===== src/rtl/lrev_pkg.sv =====
package lrev_pkg;

    typedef enum logic {
        RS_EMPTY = 1'b0,
        RS_DRAIN = 1'b1
    } rd_state_e;

    function automatic int ptr_width(input int len);
        return (len > 1) ? $clog2(len) : 1;
    endfunction

endpackage


===== src/rtl/lrev_wr_ctrl.sv =====
module lrev_wr_ctrl #(
    parameter int BLK_LEN = 32,
    localparam int PTR_W = lrev_pkg::ptr_width(BLK_LEN)
) (
    input  logic             clk,
    input  logic             rst_n,
    input  logic             in_valid,
    input  logic             stall,
    output logic             wr_en,
    output logic [PTR_W-1:0] wr_idx,
    output logic             blk_ready
);

    localparam logic [PTR_W-1:0] LAST = PTR_W'(BLK_LEN - 1);

    logic [PTR_W-1:0] wr_cnt;

    always_comb begin
        wr_en     = in_valid && !stall;
        wr_idx    = LAST - wr_cnt;
        blk_ready = wr_en && (wr_cnt == LAST);
    end

    always_ff @(posedge clk or negedge rst_n) begin
        if (!rst_n) begin
            wr_cnt <= '0;
        end else if (wr_en) begin
            wr_cnt <= blk_ready ? '0 : wr_cnt + 1'b1;
        end
    end

    // a stalled cycle leaves the write position untouched
    assert_wr_hold_R7: assert property (@(posedge clk) disable iff (!rst_n)
        stall |=> $stable(wr_cnt));

    // an idle input cycle leaves the write position untouched
    assert_wr_idle_R6: assert property (@(posedge clk) disable iff (!rst_n)
        !in_valid |=> $stable(wr_cnt));

endmodule


===== src/rtl/lrev_rd_fsm.sv =====
module lrev_rd_fsm
    import lrev_pkg::*;
#(
    parameter int BLK_LEN = 32,
    localparam int PTR_W = lrev_pkg::ptr_width(BLK_LEN)
) (
    input  logic             clk,
    input  logic             rst_n,
    input  logic             stall,
    input  logic             blk_ready,
    output logic             swap,
    output logic [PTR_W-1:0] rd_idx,
    output logic             out_valid
);

    localparam logic [PTR_W-1:0] LAST = PTR_W'(BLK_LEN - 1);

    rd_state_e        state_q;
    rd_state_e        state_d;
    logic [PTR_W-1:0] rd_cnt;
    logic [PTR_W-1:0] rd_cnt_d;
    logic             rd_last;

    // next-state logic
    always_comb begin
        rd_last  = (state_q == RS_DRAIN) && !stall && (rd_cnt == LAST);
        swap     = blk_ready && ((state_q == RS_EMPTY) || rd_last);
        state_d  = state_q;
        rd_cnt_d = rd_cnt;
        unique case (state_q)
            RS_EMPTY: begin
                if (swap) begin
                    state_d  = RS_DRAIN;
                    rd_cnt_d = '0;
                end
            end
            RS_DRAIN: begin
                if (rd_last) begin
                    state_d  = swap ? RS_DRAIN : RS_EMPTY;
                    rd_cnt_d = '0;
                end else if (!stall) begin
                    rd_cnt_d = rd_cnt + 1'b1;
                end
            end
            default: begin
                state_d  = RS_EMPTY;
                rd_cnt_d = '0;
            end
        endcase
    end

    // state register
    always_ff @(posedge clk or negedge rst_n) begin
        if (!rst_n) begin
            state_q <= RS_EMPTY;
            rd_cnt  <= '0;
        end else begin
            state_q <= state_d;
            rd_cnt  <= rd_cnt_d;
        end
    end

    // outputs
    always_comb begin
        out_valid = (state_q == RS_DRAIN) && !stall;
        rd_idx    = rd_cnt;
    end

    // a stall freezes the read position and the state
    assert_rd_hold_R5: assert property (@(posedge clk) disable iff (!rst_n)
        stall |=> ($stable(rd_cnt) && $stable(state_q)));

    // a completed block always finds the read bank free
    assert_blk_taken_R4: assert property (@(posedge clk) disable iff (!rst_n)
        blk_ready |-> swap);

    // leaving DRAIN for EMPTY only happens after the last read position
    assert_starve_R8: assert property (@(posedge clk) disable iff (!rst_n)
        (state_q == RS_DRAIN && state_d == RS_EMPTY) |-> (rd_cnt == LAST));

endmodule


===== src/rtl/lrev_banks.sv =====
module lrev_banks #(
    parameter int BLK_LEN = 32,
    localparam int PTR_W = lrev_pkg::ptr_width(BLK_LEN)
) (
    input  logic             clk,
    input  logic             rst_n,
    input  logic             wr_en,
    input  logic [PTR_W-1:0] wr_idx,
    input  logic             wr_bit,
    input  logic             swap,
    input  logic [PTR_W-1:0] rd_idx,
    output logic             rd_bit
);

    logic               wr_sel;
    logic               rd_sel;
    logic [BLK_LEN-1:0] bank_q [2];

    always_ff @(posedge clk or negedge rst_n) begin
        if (!rst_n) begin
            wr_sel <= 1'b0;
        end else if (swap) begin
            wr_sel <= !wr_sel;
        end
    end

    for (genvar g = 0; g < 2; g++) begin : g_bank
        always_ff @(posedge clk or negedge rst_n) begin
            if (!rst_n) begin
                bank_q[g] <= '0;
            end else if (wr_en && (wr_sel == g[0])) begin
                bank_q[g][wr_idx] <= wr_bit;
            end
        end
    end

    always_comb begin
        rd_sel = !wr_sel;
        rd_bit = bank_q[rd_sel][rd_idx];
    end

    // the bank being read is never the one written in the same cycle
    assert_bank_split_R2: assert property (@(posedge clk) disable iff (!rst_n)
        (wr_en && !swap) |=> $stable(bank_q[rd_sel]));

endmodule


===== src/rtl/pp_bit_reverser.sv =====
module pp_bit_reverser #(
    parameter int BLK_LEN = 32
) (
    input  logic clk,
    input  logic rst_n,
    input  logic in_bit,
    input  logic in_valid,
    input  logic stall,
    output logic out_bit,
    output logic out_valid
);

    localparam int PTR_W = lrev_pkg::ptr_width(BLK_LEN);
    localparam int CNT_W = $clog2(BLK_LEN + 1);

    logic             wr_en;
    logic [PTR_W-1:0] wr_idx;
    logic             blk_ready;
    logic             swap;
    logic [PTR_W-1:0] rd_idx;

    lrev_wr_ctrl #(.BLK_LEN(BLK_LEN)) u_wr (
        .clk       (clk),
        .rst_n     (rst_n),
        .in_valid  (in_valid),
        .stall     (stall),
        .wr_en     (wr_en),
        .wr_idx    (wr_idx),
        .blk_ready (blk_ready)
    );

    lrev_rd_fsm #(.BLK_LEN(BLK_LEN)) u_rd (
        .clk       (clk),
        .rst_n     (rst_n),
        .stall     (stall),
        .blk_ready (blk_ready),
        .swap      (swap),
        .rd_idx    (rd_idx),
        .out_valid (out_valid)
    );

    lrev_banks #(.BLK_LEN(BLK_LEN)) u_banks (
        .clk    (clk),
        .rst_n  (rst_n),
        .wr_en  (wr_en),
        .wr_idx (wr_idx),
        .wr_bit (in_bit),
        .swap   (swap),
        .rd_idx (rd_idx),
        .rd_bit (out_bit)
    );

    // checker state: blocks released so far and bits emitted since the last swap
    logic             seen_block;
    logic [CNT_W-1:0] emit_cnt;
    logic [CNT_W-1:0] emit_total;

    always_comb emit_total = emit_cnt + {{(CNT_W-1){1'b0}}, out_valid};

    always_ff @(posedge clk or negedge rst_n) begin
        if (!rst_n) begin
            seen_block <= 1'b0;
            emit_cnt   <= '0;
        end else begin
            if (swap) seen_block <= 1'b1;
            emit_cnt <= swap ? '0 : emit_total;
        end
    end

    // nothing leaves before the first block is captured
    assert_quiet_before_block_R1: assert property (@(posedge clk) disable iff (!rst_n)
        !seen_block |-> !out_valid);

    // every released block gives exactly BLK_LEN valid outputs before the next swap
    assert_full_block_R4: assert property (@(posedge clk) disable iff (!rst_n)
        (swap && seen_block) |-> (emit_total == CNT_W'(BLK_LEN)));

    // a swap from an idle read side brings valid output on the next cycle
    assert_take_latency_R3: assert property (@(posedge clk) disable iff (!rst_n)
        (swap && !out_valid && !stall) |=> (out_valid || stall));

endmodule


===== config.mk =====
export PLATFORM = sky130hd
export DESIGN_NAME = pp_bit_reverser
export DESIGN_NICKNAME = d
export VERILOG_FILES = /design/src/rtl/lrev_pkg.sv /design/src/rtl/lrev_wr_ctrl.sv /design/src/rtl/lrev_rd_fsm.sv /design/src/rtl/lrev_banks.sv /design/src/rtl/pp_bit_reverser.sv
export SDC_FILE = /design/constraint.sdc
export NUM_CORES = 1
export LEC_CHECK = 0
export ABC_AREA = 1
export BUFFER_PORTS_ARGS = -buffer_cell sky130_fd_sc_hd__buf_2
export CORE_MARGIN = 10
export CORE_UTILIZATION = 65
export CTS_BUF_LIST = sky130_fd_sc_hd__clkbuf_8
export CTS_CLUSTER_DIAMETER = 150
export CTS_CLUSTER_SIZE = 8
export DETAILED_ROUTE_END_ITERATION = 7
export PLACE_DENSITY = 0.82
export SLEW_MARGIN = 20
export SYNTH_ARGS = -nofsm -noshare
export SYNTH_HDL_FRONTEND = slang
export SYNTH_SLANG_ARGS = --single-unit

===== constraint.sdc =====
create_clock -name clk -period 2 [get_ports clk]
set_input_delay 0.2 -clock clk [delete_from_list [all_inputs] [get_ports clk]]
set_output_delay 0.2 -clock clk [all_outputs]
set_load 0.02 [all_outputs]

==> results of run 1 <==
==> final timing paths <==
kind	end	slack (ns)	cells past startpoint
hold / removal	u_banks.bank_q[28]	0.17	3
max in group asynchronous	u_banks.wr_sel	1.06	3
hold reg to reg	u_banks.bank_q[57]	0.55	2
setup / recovery	out_bit	-0.16	11
setup reg to reg	u_banks.wr_sel	0.18	8
min in group asynchronous	u_banks.bank_q[61]	0.33	2
==> metal layers <==
metal	wire length, um	track usage
met5	0	0
met4	595	0.0816
met3	986	0.0478
met2	5240	0.322
met1	4650	0.268
==> through the flow <==
| step | util | power (mW) |
|---|---|---|
| floorplan | - | 3.95 |
| global placement | 0.693 | 4.49 |
| detailed placement | 0.693 | 4.57 |
| CTS | 0.735 | 6.00 |
| global route | 0.797 | 6.98 |
| finish | 0.797 | 6.61 |
==> power groups by stage <==
stage | clock network, mW | logic, mW | registers (mW)
floorplan | 0 | 1.65 | 2.29
global placement | 0 | 2.09 | 2.40
finish | 1.43 | 2.74 | 2.44
CTS | 1.42 | 2.19 | 2.40
global route | 1.49 | 3.01 | 2.49
detailed placement | 0 | 2.15 | 2.42
==> flip-flops by register name, indices dropped and copies added (netlist names) <==
| name | cells |
|---|---|
| u_banks.bank_q | 64 |
| u_banks.wr_sel | 1 |
| u_rd.rd_idx | 5 |
| u_rd.state_q | 1 |
| u_wr.wr_cnt | 5 |
==> repair_timing <==
action / in CTS / in global routing
hold buffers: 1 / 0
gates cloned: 0 / 7
pin swaps: 0 / 24
buffers inserted: 0 / 5
hold endpoints to repair: 34 / 0
gates resized for setup: 3 / 54
setup endpoints to repair: 1 / 2
==> cell type report <==
class / instances / share of cell area
clock buffers: 9 / 0.0258
repair buffers: 28 / 0.0733
inverters: 63 / 0.0519
multi-input cells: 369 / 0.405
well taps: 75 / 0.0196
repair inverters: 2 / 0.00365
flip-flops and latches: 76 / 0.397
clock inverters: 7 / 0.0240
==> synth_stat cells <==
cell type,number,area share
clkbuf_1,5,0.0046
nor2_1,75,0.069
buf_1,2,0.0018
nor2_2,2,0.0031
buf_6,3,0.0083
o22ai_1,1,0.0015
a31oi_1,51,0.078
nand2_2,3,0.0046
buf_4,8,0.015
nand3_1,48,0.059
nor3_1,3,0.0037
nand2_4,1,0.0028
o211ai_1,3,0.0055
o21ai_1,1,0.0012
dfrtp_1,76,0.47
inv_4,1,0.0015
ha_1,7,0.021
xor2_1,1,0.0021
nand2_1,95,0.087
inv_2,4,0.0037
a21oi_1,65,0.080
inv_1,58,0.053
o21ai_0,13,0.016
buf_2,10,0.012
==> cell families (layout without fill, tap and decap cells) <==
logic type               Yosys count  in the layout
XOR/XNOR                           1              1
buffers and inverters             91            109
flip-flops                        76             76
AO/OA/AOI/OAI                    134            134
AND/OR/NAND/NOR                  227            227
adder cells (fa/ha/maj)            7              7
==> worst register-to-register path, stage by stage (launching register included) <==
cell,delay (ns)
dfrtp_1,0.54
ha_1,0.29
inv_1,0.07
nor3_1,0.17
ha_1,0.19
nand2_1,0.07
nand2_1,0.12
nand2_1,0.08
xor2_1,0.16
==> flow_metrics.tcl, run 1 <==
set metrics [dict create \
    reg2reg_from "u_rd.rd_idx[1]" \
    combPwrFrac 0.414 \
    areaGrowthSynthToFinish_pct 17.5 \
    fp.coreArea_um2 6030 \
    die_area_um2 9860 \
    grt_pass1_vias 3360 \
    finalNonFillerCells 629 \
    setup_tns_ns -0.164 \
    hold_path.class "in -> reg" \
    finalWorstSetupSlack_ns -0.164 \
    setup.worst_path.end_class "output port" \
    switching_share 0.414 \
    synth_compound_area_frac 0.182 \
    diodes 0 \
    maxCapViolations 0 \
    antenna_found_initial 0 \
    yosys_warnings 0 \
    cts_buffer_depth 2 \
    syn_avg_cell_area_um2 7.62 \
    vias 3905 \
    dr.pass1.iters 5 \
    status "finished with violations" \
    synth_simple_gate_area_share 0.229 \
    detail_route.wl_per_cell_um 18.2 \
    start_util 0.678 \
    p_clk_frac 0.217 \
    multi_input_area_um2 1940 \
    violations "setup timing" \
    critPathKind "reg -> out" \
    slew_headroom 0.608 \
    min_period_ns 2.16 \
    dp_hpwl_mm 6.61 \
    slowest_stage "dfrtp_4" \
    synth.area.mux_share 0 \
    power_density_nw_per_um2 1380 \
    setup_viol 1 \
    io_buffers 6 \
    cp_max_fo 5 \
    place_inst 600 \
    insertion_delay_ns 0.36 \
    drtIter0Drc 388 \
    ant_nets 0 \
    slew_violations 0 \
    worstMarginPinSlew_ns 0.589 \
    drt-total-wl_mm 11.5 \
    yosys.area_share.xor_xnor 0.00214 \
    whs_ns 0.167 \
    yosys.area_share.adder 0.0214 \
    dieWidth_um 99.3 \
    cpPeakStageDelay_ns 0.52 \
    synthesis.area_um2 4090 \
    intPower_mw 3.88 \
    hold_viol_final 0 \
    cts.clk_slew.worst_paths_ns 0.08 \
    die_y_um 99.3 \
    place_worst_setup_slack_ns 0.253 \
    grt_max_degree 57 \
    gp_congestion 0.903 \
    cts-buffers-inserted 9 \
    fin_nets 561 \
    crit_required_ns 1.80 \
    root_buffer "clkbuf_8" \
    p_sw_mw 2.74 \
    crit_chain "buf_6 > buf_12 > nor2_1 > nor2_1 > o21ai_0 > nand3_1 > nand3_2 > nand2_1 > nand3_2 > nand2_2 > buf_6" \
    ys_seq_area_frac 0.465 \
    final_cell_mix "nand2_1, dfrtp_1, nor2_1, a21oi_1, inv_1" \
    period_share 1.08 \
    synth_cell_type_count 24 \
    arrival_ns 1.96 \
    drive_above_1_share 0.161 \
    syn_nets 548 \
    crit_start "u_banks.wr_sel" \
    tritoncts "done" \
    fmax_mhz 462 \
    track_usage 0.205 \
    synthCells 536 \
    drc 0 \
    final.setup_skew_ns 0.00842 \
    ir_drop_v 0.000894 \
    critPathTopFamily "simple AND/OR/NAND/NOR gates" \
    fillCellCount 378 \
    p_seq_frac 0.369 \
    p_leak_nw 2.23 \
    rsz0062_at_grt "true" \
    design_area_um2 4800 \
    rows 28 \
    worst-path-buf-inv 3 \
    pin_count 7 \
    gr-total-overflow 0 \
    vias_per_cell 6.21 \
    clkSinkCount 76 \
    layout_commonest_cell "nand2_1" \
    ff_latch_area_um2 1910 \
    startpoint_type "flip-flop" \
    synth_top_family_by_area "simple AND/OR/NAND/NOR gates" \
    ys_ff_latch 76 \
    grt_pass1_wl_mm 16.5 \
    place_area_um2 4180 \
    h-tree-depth 3 \
    min-delay-start "in_bit" \
]
Note: power is estimated with default switching activity, not from simulation.
==> inputs of run 2 (changes only) <==
- ABC_AREA: 1 -> not set
- CTS_BUF_LIST: sky130_fd_sc_hd__clkbuf_8 -> sky130_fd_sc_hd__clkbuf_4
- clock period: 2 -> 2.1 ns (I/O delays scaled with it)
==> run 2 against run 1 <==
Setup slack lost 0.14 ns. Flip-flop and latch count is the same. Core utilization shrank 6.9 points. Cell count shrank 28%. Non-clock buffer count grew 3. Worst hold slack lost 0.0046 ns. Design area shrank 9.8%. The run still ends with setup timing left. Die area shrank 1.3%. Routed wire length shrank 18%. Via count shrank 22%. Critical path type unchanged. Largest cell class is now sequential cells. First-iteration DRC count shrank 17%. Clock skew grew 0.0029 ns.
==> flow_metrics.tcl, run 2 <==
set metrics [dict create \
    start_util 0.675 \
    h-tree-depth 3 \
    min_period_ns 2.40 \
    hold_viol_final 0 \
    regMostFlops "u_banks.bank_q" \
    root_buffer "clkbuf_4" \
    ir_drop_v 0.000859 \
    r2r-end "u_rd.rd_idx[2]" \
    synth_common_cells "dfrtp_1, o21ai_0, o31ai_1" \
    grt.met2_usage 0.316 \
    drt-total-wl_mm 9.36 \
    synthesis.area_um2 4020 \
    synthCells 371 \
    critPathCapture "out_bit" \
    cts_buffer_depth 2 \
    grtUsageMet1 0.251 \
    grt_pass1_wl_mm 15.5 \
    setup_tns_ns -0.304 \
    fin_nets 388 \
    grt_max_degree 55 \
    rows 28 \
    finalPower_mw 4.62 \
    synth-edff-count 0 \
    io_buffers 6 \
    die_area_um2 9730 \
    place_area_um2 4130 \
    grt_pass1_vias 3026 \
    dieWidth_um 98.7 \
    cts.clk_slew.worst_paths_ns 0.12 \
    ys_ff_latch 76 \
    finalWorstSetupSlack_ns -0.304 \
    pin_count 7 \
    synth.most_common_cell "dfrtp_1" \
    track_usage 0.196 \
    top_usage_layer "met2" \
    synth_area_leader_cell "dfrtp_1" \
    crit_start "u_rd.rd_idx[0]" \
    finalNonFillerCells 455 \
    fmax_mhz 416 \
    cp_max_fo 11 \
    synth.area.top_cells "dfrtp_1, o31ai_1, o21ai_0" \
    setup.worst_path.end_class "output port" \
    rrSetupSlack_ns 0.12 \
    yosys_warnings 0 \
    place_worst_setup_slack_ns 0.0988 \
    largest_reg_flops 64 \
    critPathKind "reg -> out" \
    worstMarginPinSlew_ns 0.620 \
    drive_above_1_share 0.211 \
    diodes 0 \
    layout_commonest_cell "dfrtp_1" \
    detail_route.wl_per_cell_um 20.6 \
    areaGrowthSynthToFinish_pct 7.65 \
    gp_congestion 0.884 \
    reg2reg_from "u_rd.rd_idx[0]" \
    vias_per_cell 6.71 \
    use_met3 0.0447 \
    slew_violations 0 \
    die_y_um 98.7 \
    ys_seq_area_frac 0.473 \
    setup_viol 1 \
    vias 3054 \
    insertion_delay_ns 0.43 \
    violations "setup timing" \
    fp.coreArea_um2 5960 \
    period_share 1.14 \
    startpoint_type "flip-flop" \
    synth_top_area_share 0.473 \
    crit_required_ns 1.89 \
    drc 0 \
    arrival_ns 2.19 \
    hold_path.class "in -> reg" \
    syn_nets 383 \
    tritoncts "done" \
    final_util 0.727 \
    antenna_found_initial 0 \
    final_cell_mix "dfrtp_1, o21ai_0, o31ai_1, nand2_1, buf_4" \
    async_flop_share 1.00 \
    design_area_um2 4330 \
    dp_hpwl_mm 6.18 \
    drtIter0Drc 322 \
    ant_nets 0 \
    rsz0062_at_grt "true" \
    syn_avg_cell_area_um2 10.8 \
    status "finished with violations" \
    gr-total-overflow 0 \
    synth_cell_type_count 47 \
    final.setup_skew_ns 0.0113 \
    power_density_nw_per_um2 1070 \
    ys.flop_type "dfrtp_1" \
    slew_headroom 0.586 \
    dr.pass1.iters 5 \
    p_leak_nw 1.89 \
    maxCapViolations 0 \
    r2r.worst_path.cells 8 \
    place_inst 436 \
    cts-buffers-inserted 9 \
    whs_ns 0.162 \
    clkSinkCount 76 \
]
## run 2: cell families after synthesis
| family | Yosys count | synth area share |
|---|---|---|
| adders and majority gates | 7 | 0.0218 |
| AOI/OAI and AO/OA | 130 | 0.207 |
| xor gates and xnor gates | 1 | 0.00218 |
| muxes | 36 | 0.131 |
| buffers and inverters | 43 | 0.0597 |
| DFF | 76 | 0.473 |
| and+or+nand+nor | 78 | 0.106 |
## run 2: worst max-delay path, cell delays in order, from the launching register on
cell,delay (ns)
dfrtp_1,0.41
buf_12,0.16
mux4_2,0.49
mux2i_1,0.20
a22oi_1,0.14
and4b_1,0.22
buf_6,0.14
## run 2: layout make-up
| type | count | area [um2] |
|---|---|---|
| Fill cell | 428 | 1630 |
| Clock buffer | 11 | 82.6 |
| Sequential cell | 76 | 1900 |
| Timing Repair Buffer | 31 | 292 |
| Multi-Input combinational cell | 252 | 1900 |
| Clock inverter | 4 | 41.3 |
| Inverter | 6 | 22.5 |
| Tap cell | 75 | 93.8 |
## run 2: worst min path at each step
stage | to | startpoint | cells after the start
3_5_place_dp | u_banks.bank_q[4] | rst_n | 1
4_1_cts | u_banks.bank_q[29] | in_bit | 2
3_3_place_gp | u_banks.bank_q[4] | rst_n | 1
2_1_floorplan | u_banks.bank_q[0] | rst_n | 0
6_report | u_banks.bank_q[29] | in_bit | 2
5_1_grt | u_banks.bank_q[63] | in_bit | 2
## run 2: routing by layer
layer  up-vias  share of wire  routed length [um]
met3        20          0.063                 590
met2       122           0.49                4550
met4         0          0.021                 198
li1       1410              -                   -
met5         -              0                   0
met1      1502           0.43                4020
## run 2: timing repair
item | 4_1_cts | 5_1_grt
hold endpoints to repair | 40 | 0
cloned | 1 | 0
setup endpoints to repair | 1 | 3
resized for setup | 3 | 4
setup buffers | 1 | 1
pin swaps | 1 | 0
hold buffers | 1 | 0
## run 2: report_power, final
group / internal, mW / total [mW] / switching, mW
Sequential: 1.73 / 1.99 / 0.263
Clock: 0.373 / 0.866 / 0.493
Combinational: 0.824 / 1.76 / 0.935
